File: config.mk
export PLATFORM = sky130hd
export DESIGN_NAME = rxfc_hyst
export DESIGN_NICKNAME = d
export VERILOG_FILES = /design/src/rtl/rxfc_pkg.sv /design/src/rtl/rxfc_cfg_reg.sv /design/src/rtl/rxfc_thresh.sv /design/src/rtl/rxfc_flow_fsm.sv /design/src/rtl/rxfc_hyst.sv
export SDC_FILE = /design/constraint.sdc
export NUM_CORES = 1
export LEC_CHECK = 0
export BUFFER_PORTS_ARGS = -buffer_cell sky130_fd_sc_hd__buf_2
export CAP_MARGIN = 20
export CORE_MARGIN = 2
export CORE_UTILIZATION = 30
export DETAILED_ROUTE_END_ITERATION = 7
export GPL_TIMING_DRIVEN = 0
export SETUP_SLACK_MARGIN = 0.05
export SLEW_MARGIN = 20
export SYNTH_ARGS = -nofsm -noshare
export SYNTH_HDL_FRONTEND = slang
export SYNTH_HIERARCHICAL = 1
export SYNTH_SLANG_ARGS = --single-unit
export TNS_END_PERCENT = 5
File: constraint.sdc
create_clock -name clk -period 4.9 [get_ports clk]
set_input_delay 0.98 -clock clk [delete_from_list [all_inputs] [get_ports clk]]
set_output_delay 0.98 -clock clk [all_outputs]
set_load 0.005 [all_outputs]
File: src/rtl/rxfc_pkg.sv
package rxfc_pkg;

  // Result of comparing the fill count with both marks
  typedef struct packed {
    logic at_stop;   // level >= stop mark
    logic at_go;     // level <= go mark
  } rxfc_cmp_t;

  // Which software request was issued most recently
  typedef enum logic {
    LAST_RESUME = 1'b0,
    LAST_PAUSE  = 1'b1
  } rxfc_last_e;

endpackage

File: src/rtl/rxfc_cfg_reg.sv
module rxfc_cfg_reg #(
  parameter int CFG_W = 8
) (
  input  logic             clk,
  input  logic             rst,
  input  logic             wr,
  input  logic             feat_en,
  input  logic             bank_sel,
  input  logic [CFG_W-1:0] wdata,
  output logic [CFG_W-1:0] q
);

  logic wr_ok;

  assign wr_ok = wr & feat_en & bank_sel;

  always_ff @(posedge clk) begin
    if (rst) begin
      q <= '0;
    end else if (wr_ok) begin
      q <= wdata;
    end
  end

endmodule

File: src/rtl/rxfc_thresh.sv
module rxfc_thresh
  import rxfc_pkg::*;
#(
  parameter int FLD_W      = 4,
  parameter int STEP_SHIFT = 2,
  parameter int LVL_W      = 7
) (
  input  logic [2*FLD_W-1:0] cfg,
  input  logic [LVL_W-1:0]   level,
  output rxfc_cmp_t          cmp
);

  localparam int NMARK = 2;   // index 0: stop mark, index 1: go mark

  logic [LVL_W-1:0] mark [NMARK];

  for (genvar g = 0; g < NMARK; g++) begin : g_mark
    assign mark[g] = LVL_W'({cfg[g*FLD_W +: FLD_W], {STEP_SHIFT{1'b0}}});
  end

  assign cmp.at_stop = (level >= mark[0]);
  assign cmp.at_go   = (level <= mark[1]);

endmodule

File: src/rtl/rxfc_flow_fsm.sv
module rxfc_flow_fsm
  import rxfc_pkg::*;
(
  input  logic      clk,
  input  logic      rst,
  input  rxfc_cmp_t cmp,
  input  logic      auto_rts,
  input  logic      sw_flow,
  input  logic      mcr_rts,
  output logic      rts_n,
  output logic      xoff_req,
  output logic      xon_req
);

  logic       paused_q;
  logic       paused_d;
  rxfc_last_e last_q;
  logic       send_pause;
  logic       send_resume;

  // Stop condition has priority over the go condition; otherwise hold
  always_comb begin
    if (cmp.at_stop) begin
      paused_d = 1'b1;
    end else if (cmp.at_go) begin
      paused_d = 1'b0;
    end else begin
      paused_d = paused_q;
    end
  end

  assign send_pause  = sw_flow &  paused_d & (last_q == LAST_RESUME);
  assign send_resume = sw_flow & ~paused_d & (last_q == LAST_PAUSE);

  always_ff @(posedge clk) begin
    if (rst) begin
      paused_q <= 1'b0;
      last_q   <= LAST_RESUME;
      rts_n    <= 1'b0;
      xoff_req <= 1'b0;
      xon_req  <= 1'b0;
    end else begin
      paused_q <= paused_d;
      rts_n    <= auto_rts ? paused_d : ~mcr_rts;
      xoff_req <= send_pause;
      xon_req  <= send_resume;
      if (send_pause) begin
        last_q <= LAST_PAUSE;
      end else if (send_resume) begin
        last_q <= LAST_RESUME;
      end
    end
  end

endmodule

File: src/rtl/rxfc_hyst.sv
module rxfc_hyst
  import rxfc_pkg::*;
#(
  parameter int DEPTH      = 64,
  parameter int FLD_W      = 4,
  parameter int STEP_SHIFT = 2,
  parameter int LVL_W      = $clog2(DEPTH + 1),
  parameter int CFG_W      = 2 * FLD_W
) (
  input  logic             clk,
  input  logic             rst,
  input  logic             cfg_wr,
  input  logic [CFG_W-1:0] cfg_wdata,
  input  logic             feat_en,
  input  logic             bank_sel,
  output logic [CFG_W-1:0] cfg_rd,
  input  logic [LVL_W-1:0] fifo_level,
  input  logic             auto_rts,
  input  logic             sw_flow,
  input  logic             mcr_rts,
  output logic             rts_n,
  output logic             xoff_req,
  output logic             xon_req
);

  rxfc_cmp_t cmp;

  rxfc_cfg_reg #(.CFG_W(CFG_W)) u_cfg (
    .clk      (clk),
    .rst      (rst),
    .wr       (cfg_wr),
    .feat_en  (feat_en),
    .bank_sel (bank_sel),
    .wdata    (cfg_wdata),
    .q        (cfg_rd)
  );

  rxfc_thresh #(
    .FLD_W      (FLD_W),
    .STEP_SHIFT (STEP_SHIFT),
    .LVL_W      (LVL_W)
  ) u_thr (
    .cfg   (cfg_rd),
    .level (fifo_level),
    .cmp   (cmp)
  );

  rxfc_flow_fsm u_fsm (
    .clk      (clk),
    .rst      (rst),
    .cmp      (cmp),
    .auto_rts (auto_rts),
    .sw_flow  (sw_flow),
    .mcr_rts  (mcr_rts),
    .rts_n    (rts_n),
    .xoff_req (xoff_req),
    .xon_req  (xon_req)
  );

endmodule

==> summary.txt, run 1 <==
Floorplanning
  • Width of the chip: 54.7 um
  • Die Ht: 54.7 um
  • Core ar.: 2450 um^2
  • Starting Density: 0.314
  • IO Pins: 34
  • FP Rows: 18
  • Die area: 2990 um^2

Power and ir drop
  • Final Power: 227 uW
  • Pwr dens: 227 nW/um^2
  • Leakage: 0.470 nW
  • VDD IR max: 0.118 mV

Critical path
  • Crit path arrival time: 2.25 ns
  • Crit path required time: 5.06 ns
  • Critical Path Source Type: input port
  • Largest stage delay, worst path: 0.40 ns
  • Crit-path max FO: 5
  • Setup crit start: fifo_level[3]
  • Reg2reg start: u_cfg/q[5]
  • R2R Setup Slk: 3.21 ns
  • R2R cell count: 7
  • R2R Path End: u_fsm/last_q
  • WS Path Type: input port to flop
  • CP max-delay cell: or4_1
  • Worst setup EP type: flop
  • Crit-path cells: buf_2, ha_1, nand4_1, or4_1, o31ai_1, nand2b_4, a311oi_1

Finish
  • Nets: 148
  • N_diodes: 0
  • Fin cells: 146
  • Design area: 1000 um^2
  • Area grow syn2layout: 29.7%
  • # fillers: 254
  • Share of layout cells above drive strength 1: 0.353

Clock network
  • Longest Clk Path Bufs: 2
  • Skew-Pair Late Insertion Delay: 0.28 ns
  • Number of setup buffers added after CTS: 0
  • CTS buffer count: 3
  • Hold_buf cts: 0
  • CTS Root Cell: clkbuf_4
  • PostCTS Resize Cnt: 0
  • TritonCTS Sinks: 13
  • CTS tree: yes
  • Clock slew at reported path FFs: 0.09 ns
  • H-tree levels: 1

STA
  • Final setup margin: 2.81 ns
  • Final setup fails: 0
  • Setup Skew: 0.000790 ns
  • Total negative setup slack: 0 ns
  • Final Max Slew Viols: 0
  • Endpoints failing hold: 0
  • Final period utilization: 0.426
  • Fmax: 479 MHz
  • Period minus WS final: 2.09 ns
  • Rel. slew slack: 0.849
  • Slew of the pin with the lowest slew margin: 0.226 ns
  • RSZ-0062 raised after global routing: false

Placed design
  • GPL Wtd Cong: 0.718
  • HPWL Detailed: 1230 um
  • Cell total after placement: 142
  • Port Buf Inserts: 33
  • Area after DPL: 975 um^2
  • Dpl ws: 2.52 ns

Hold path
  • Worst hold start: u_cfg/q[6]
  • WHS Path Cells: 2
  • Worst hold path type: flop to flop
  • Worst Hold Path EP: u_cfg/q[6]

Drt
  • Vias: 657
  • Post-route ant nets: 0
  • Total wire length: 1550 um
  • Routed len/inst: 10.6 um
  • First DRT Iteration DRCs: 3
  • DRC viols: 0
  • Initial DRT Pass Iterations: 2
  • Via density: 4.50

Synth
  • Synth unique cells: 24
  • Top FF cell, synth: dfxtp_1
  • Yosys reg bits: 13
  • Sequential share of the synthesized area: 0.337
  • Post-synth EDFFs: 0
  • Netlist Area Pre-Place: 772 um^2
  • Post-synth ARST share: 0
  • Syn Area/Cell: 9.77 um^2
  • Mapped Cells: 79
  • Mapped Nets: 110
  • YS warnings: 6

Run status
  • Status: finished, final reports clean

GRT
  • GRT Util Overall: 0.128
  • Pin count of the biggest net entering global routing: 13
  • Initial antenna violation count: 0
  • Grt total ovfl: 0
  • First-pass GRT wire length: 2690 um
  • Vias in the first global route: 647

Job
  • Max cap viols: 0
[worst max path at each step]
stage,endpoint,slack [ns]
global route,u_fsm/rts_n,2.75
global placement,u_fsm/last_q,2.52
CTS,u_fsm/last_q,2.82
floorplan,u_fsm/last_q,2.70
detailed placement,u_fsm/last_q,2.52
finish,u_fsm/last_q,2.81
[placed cells by master, fill, tap and decap left out, drive strengths merged]
cell type	synthesis	layout
ha	8	8
o21ai	2	2
nor2b	1	1
a21boi	1	1
and3b	1	1
clkbuf	1	5
o31ai	1	1
a21o	1	1
nor2	3	3
a21oi	2	2
a311oi	2	2
nand4	1	1
dfxtp	13	13
nand2b	18	18
inv	9	9
and3	2	2
mux2i	8	8
buf	1	34
nand4b	1	1
or4	1	1
a2111oi	1	1
a211oi	1	1
[layer usage]
layer	wire length, um	global-route usage	vias up
li1	-	-	346
met3	108	0.0383	2
met4	15	0.0750	0
met2	749	0.208	20
met5	0	0	-
met1	672	0.146	289
[cell usage after synthesis, types with 2 or more instances]
master | n | area (um^2)
ha_1 | 8 | 100
nand2b_1 | 17 | 106
a21oi_1 | 2 | 10.0
inv_1 | 9 | 33.8
a311oi_1 | 2 | 17.5
dfxtp_1 | 13 | 260
o21ai_0 | 2 | 10.0
nor2_1 | 3 | 11.3
mux2i_1 | 8 | 80.1
[stage by stage]
step	utilization	hold slack (ns)
2_1_floorplan	-	0.464
3_3_place_gp	0.397	0.475
3_5_place_dp	0.397	0.487
4_1_cts	0.408	0.501
5_1_grt	0.408	0.518
6_report	0.408	0.490
[report_power, final]
group          internal, mW  leakage [nW]  total [mW]  switching, mW
logic                0.0234         0.348      0.0428         0.0194
registers             0.110         0.107       0.114        0.00316
clock network        0.0316        0.0150      0.0704         0.0389
[cell families after synthesis]
kind of cell             count (synthesis)  share of synthesized area
buffers and inverters                   11                     0.0648
multiplexers                             8                      0.104
adder cells (fa/ha/maj)                  8                      0.130
AND/OR/NAND/NOR                         28                      0.242
AO/OA/AOI/OAI                           11                      0.123
flip-flops                              13                      0.337
[registers in the layout, indices dropped and copies added (netlist names)]
| signal | flops |
|---|---|
| u_fsm/rts_n | 1 |
| u_fsm/paused_q | 1 |
| u_fsm/last_q | 1 |
| u_cfg/q | 8 |
| u_fsm/xon_req | 1 |
| u_fsm/xoff_req | 1 |
[worst max-delay path: cells and delay by family]
kind                       cells  cell delay, ns
AOI/OAI and AO/OA              2            0.17
buffers and inverters          1            0.11
adders and majority gates      1            0.29
and+or+nand+nor                3            0.68
[layout make-up]
class                           instances  area [um^2]  share of cell area
Inverter                                9         33.8              0.0338
Multi-Input combinational cell         55          462               0.461
Clock buffer                            4         26.3              0.0263
Timing Repair Buffer                   33          165               0.165
Sequential cell                        13          260               0.260
Tap cell                               30         37.5              0.0375
Buffer                                  2         16.3              0.0162
(Power assumes the default switching activity.)
==> run 2: changes to the inputs <==
- ABC_AREA: unset -> 1
- clock period: 4.9 -> 2.1 ns (I/O delays scaled with it)
==> summary.txt, run 2 <==
STA
  • Final setup fails: 0 (unchanged)
  • Final period utilization: 0.691
  • Final setup margin: 0.650 ns (-2.16 ns)
  • Final Max Slew Viols: 0 (unchanged)
  • Fmax: 690 MHz
  • RSZ-0062 raised after global routing: false
  • Period minus WS final: 1.45 ns
  • Rel. slew slack: 0.830 (-0.0196)
  • Slew of the pin with the lowest slew margin: 0.255 ns (+0.0291 ns)
  • Endpoints failing hold: 0 (unchanged)
  • Setup Skew: 0.00782 ns (+0.00703 ns)
  • Total negative setup slack: 0 ns (unchanged)

Synth
  • Top post-synthesis cells by area: dfxtp_1 (33%), nand2_1 (14%), inv_1 (14%), ha_1 (13%), nor2_1 (11%)
  • Most frequent cell after synthesis: nand2_1
  • Netlist Area Pre-Place: 779 um^2 (+0.97%)
  • Mapped Nets: 150 (+36%)
  • Sequential share of the synthesized area: 0.334 (-0.00325)
  • Syn Area/Cell: 6.55 um^2 (-33%)
  • Yosys reg bits: 13 (unchanged)
  • YS warnings: 6 (unchanged)
  • Synth unique cells: 14 (-42%)
  • Area leader, netlist: dfxtp_1
  • Synth top area share: 0.334 (-0.00325)
  • Post-synth ARST share: 0 (unchanged)
  • Post-synth EDFFs: 0 (unchanged)
  • Mapped Cells: 119 (+51%)
  • Top FF cell, synth: dfxtp_1
  • Synth top cells by count: nand2_1 (30), inv_1 (29), nor2_1 (23), dfxtp_1 (13), ha_1 (8)

Finish
  • Most common cell after layout, fill and taps aside: buf_2
  • Share of layout cells above drive strength 1: 0.282 (-0.0714)
  • Area grow syn2layout: 29.4%
  • Nets: 188 (+27%)
  • Reg with most FFs: u_cfg/q
  • N_diodes: 0 (unchanged)
  • Max FFs per register: 8 (unchanged)
  • Most frequent cells in the layout: buf_2 (33), nand2_1 (30), inv_1 (29)

Drt
  • Post-route ant nets: 0 (unchanged)
  • Via density: 4.02 (-11%)
  • Vias: 748 (+14%)
  • Total wire length: 1550 um (+0.39%)
  • Routed len/inst: 8.34 um (-21%)
  • First DRT Iteration DRCs: 2 (-1)
  • Initial DRT Pass Iterations: 3 (+1)
  • DRC viols: 0 (unchanged)

Clock network
  • CTS buffer count: 3 (unchanged)
  • Hold_buf cts: 0 (unchanged)
  • CTS Root Cell: clkbuf_4
  • Longest Clk Path Bufs: 2 (unchanged)
  • H-tree levels: 1 (unchanged)
  • Skew-Pair Late Insertion Delay: 0.28 ns (about the same)
  • Number of setup buffers added after CTS: 0 (unchanged)
  • TritonCTS Sinks: 13 (unchanged)
  • Clock slew at reported path FFs: 0.09 ns (about the same)
  • PostCTS Resize Cnt: 0 (unchanged)
  • CTS tree: yes

Floorplanning
  • Die Ht: 55.0 um (+0.46%)
  • IO Pins: 34 (unchanged)
  • Starting Density: 0.315 (about the same)
  • Width of the chip: 55.0 um (+0.46%)
  • FP Rows: 18 (unchanged)
  • Die area: 3020 um^2 (+0.92%)
  • Core ar.: 2480 um^2 (+0.92%)

GRT
  • Grt total ovfl: 0 (unchanged)
  • First-pass GRT wire length: 2660 um (-1.0%)
  • Pin count of the biggest net entering global routing: 11 (-2)
  • Vias in the first global route: 699 (+8.0%)
  • Initial antenna violation count: 0 (unchanged)
  • GRT Util Overall: 0.123 (-0.00466)

Placed design
  • GPL Wtd Cong: 0.743 (+3.5%)
  • Port Buf Inserts: 33 (unchanged)
  • Dpl ws: 0.533 ns (-1.99 ns)
  • HPWL Detailed: 1320 um (+6.8%)

Power and ir drop
  • Pwr dens: 537 nW/um^2 (+140%)
  • VDD IR max: 0.384 mV (+220%)
  • Leakage: 0.601 nW (+28%)

Critical path
  • Crit-path max FO: 3 (-2)
  • Critical Path Source Type: flop
  • Worst setup EP type: flop
  • Crit path arrival time: 1.67 ns (-0.58 ns)
  • Crit path required time: 2.32 ns (-2.74 ns)
  • WS Path Type: flop to flop

Job
  • Max cap viols: 0 (unchanged)

Run status
  • Status: finished, final reports clean

Hold path
  • Worst hold path type: input port to flop
run 2: final timing paths:
path              cells past startpoint    startpoint        endpoint  slack, ns
hold reg to reg                       2  u_fsm/last_q   u_fsm/xon_req       0.47
setup / recovery                     12    u_cfg/q[7]  u_fsm/xoff_req       0.65
setup reg to reg                     12    u_cfg/q[7]  u_fsm/xoff_req       0.65
hold / removal                        3  cfg_wdata[4]      u_cfg/q[4]       0.37
run 2: kinds of logic (layout without fill, tap and decap cells):
kind of cell    count (synthesis)  after routing  synth area share
flops                          13             13             0.334
fa+ha+maj                       8              8             0.128
buf+inv                        30             67             0.154
simple gates                   66             66             0.366
compound gates                  2              2            0.0177
run 2: per-layer routing:
layer	global-route usage	vias up	part of all wire
met3	0.0161	2	0.028
met1	0.147	314	0.46
met2	0.210	9	0.50
li1	-	423	-
met4	0.0732	0	0.012
met5	0	-	0
run 2: area by class of cell:
type	count	area (um^2)
timing repair buffer	33	165
inverter	29	109
tap	30	37.5
buffer	1	11.3
clock buffer	4	26.3
sequential	13	260
fill	279	1470
multi-input combinational	76	399
run 2: critical path, stage by stage, from the launching register on:
cell     delay, ns
dfxtp_1       0.38
inv_1         0.06
ha_1          0.27
inv_1         0.03
nor2_1        0.15
nand3_1       0.09
nand3_1       0.07
nand2_1       0.05
inv_1         0.06
nand2_2       0.06
nand2_1       0.07
nand2_2       0.06
nor2_2        0.06
run 2: stage by stage:
step / std cells / total power, mW / hold slack, ns / utilization / cell area (um^2)
after global placement: 182 / 0.389 / 0.448 / 0.396 / 982
after floorplan: 119 / 0.343 / 0.436 / - / 779
final: 186 / 0.541 / 0.369 / 0.407 / 1010
after detailed placement: 182 / 0.392 / 0.455 / 0.396 / 982
after global routing: 186 / 0.582 / 0.360 / 0.407 / 1010
after CTS: 186 / 0.549 / 0.363 / 0.407 / 1010
run 2: report_power, final:
| group | leakage (nW) | internal [mW] | switching (mW) |
|---|---|---|---|
| sequential | 0.107 | 0.261 | 0.00819 |
| combinational | 0.479 | 0.0538 | 0.0619 |
| clock | 0.0150 | 0.0736 | 0.0832 |
| total | 0.601 | 0.388 | 0.153 |
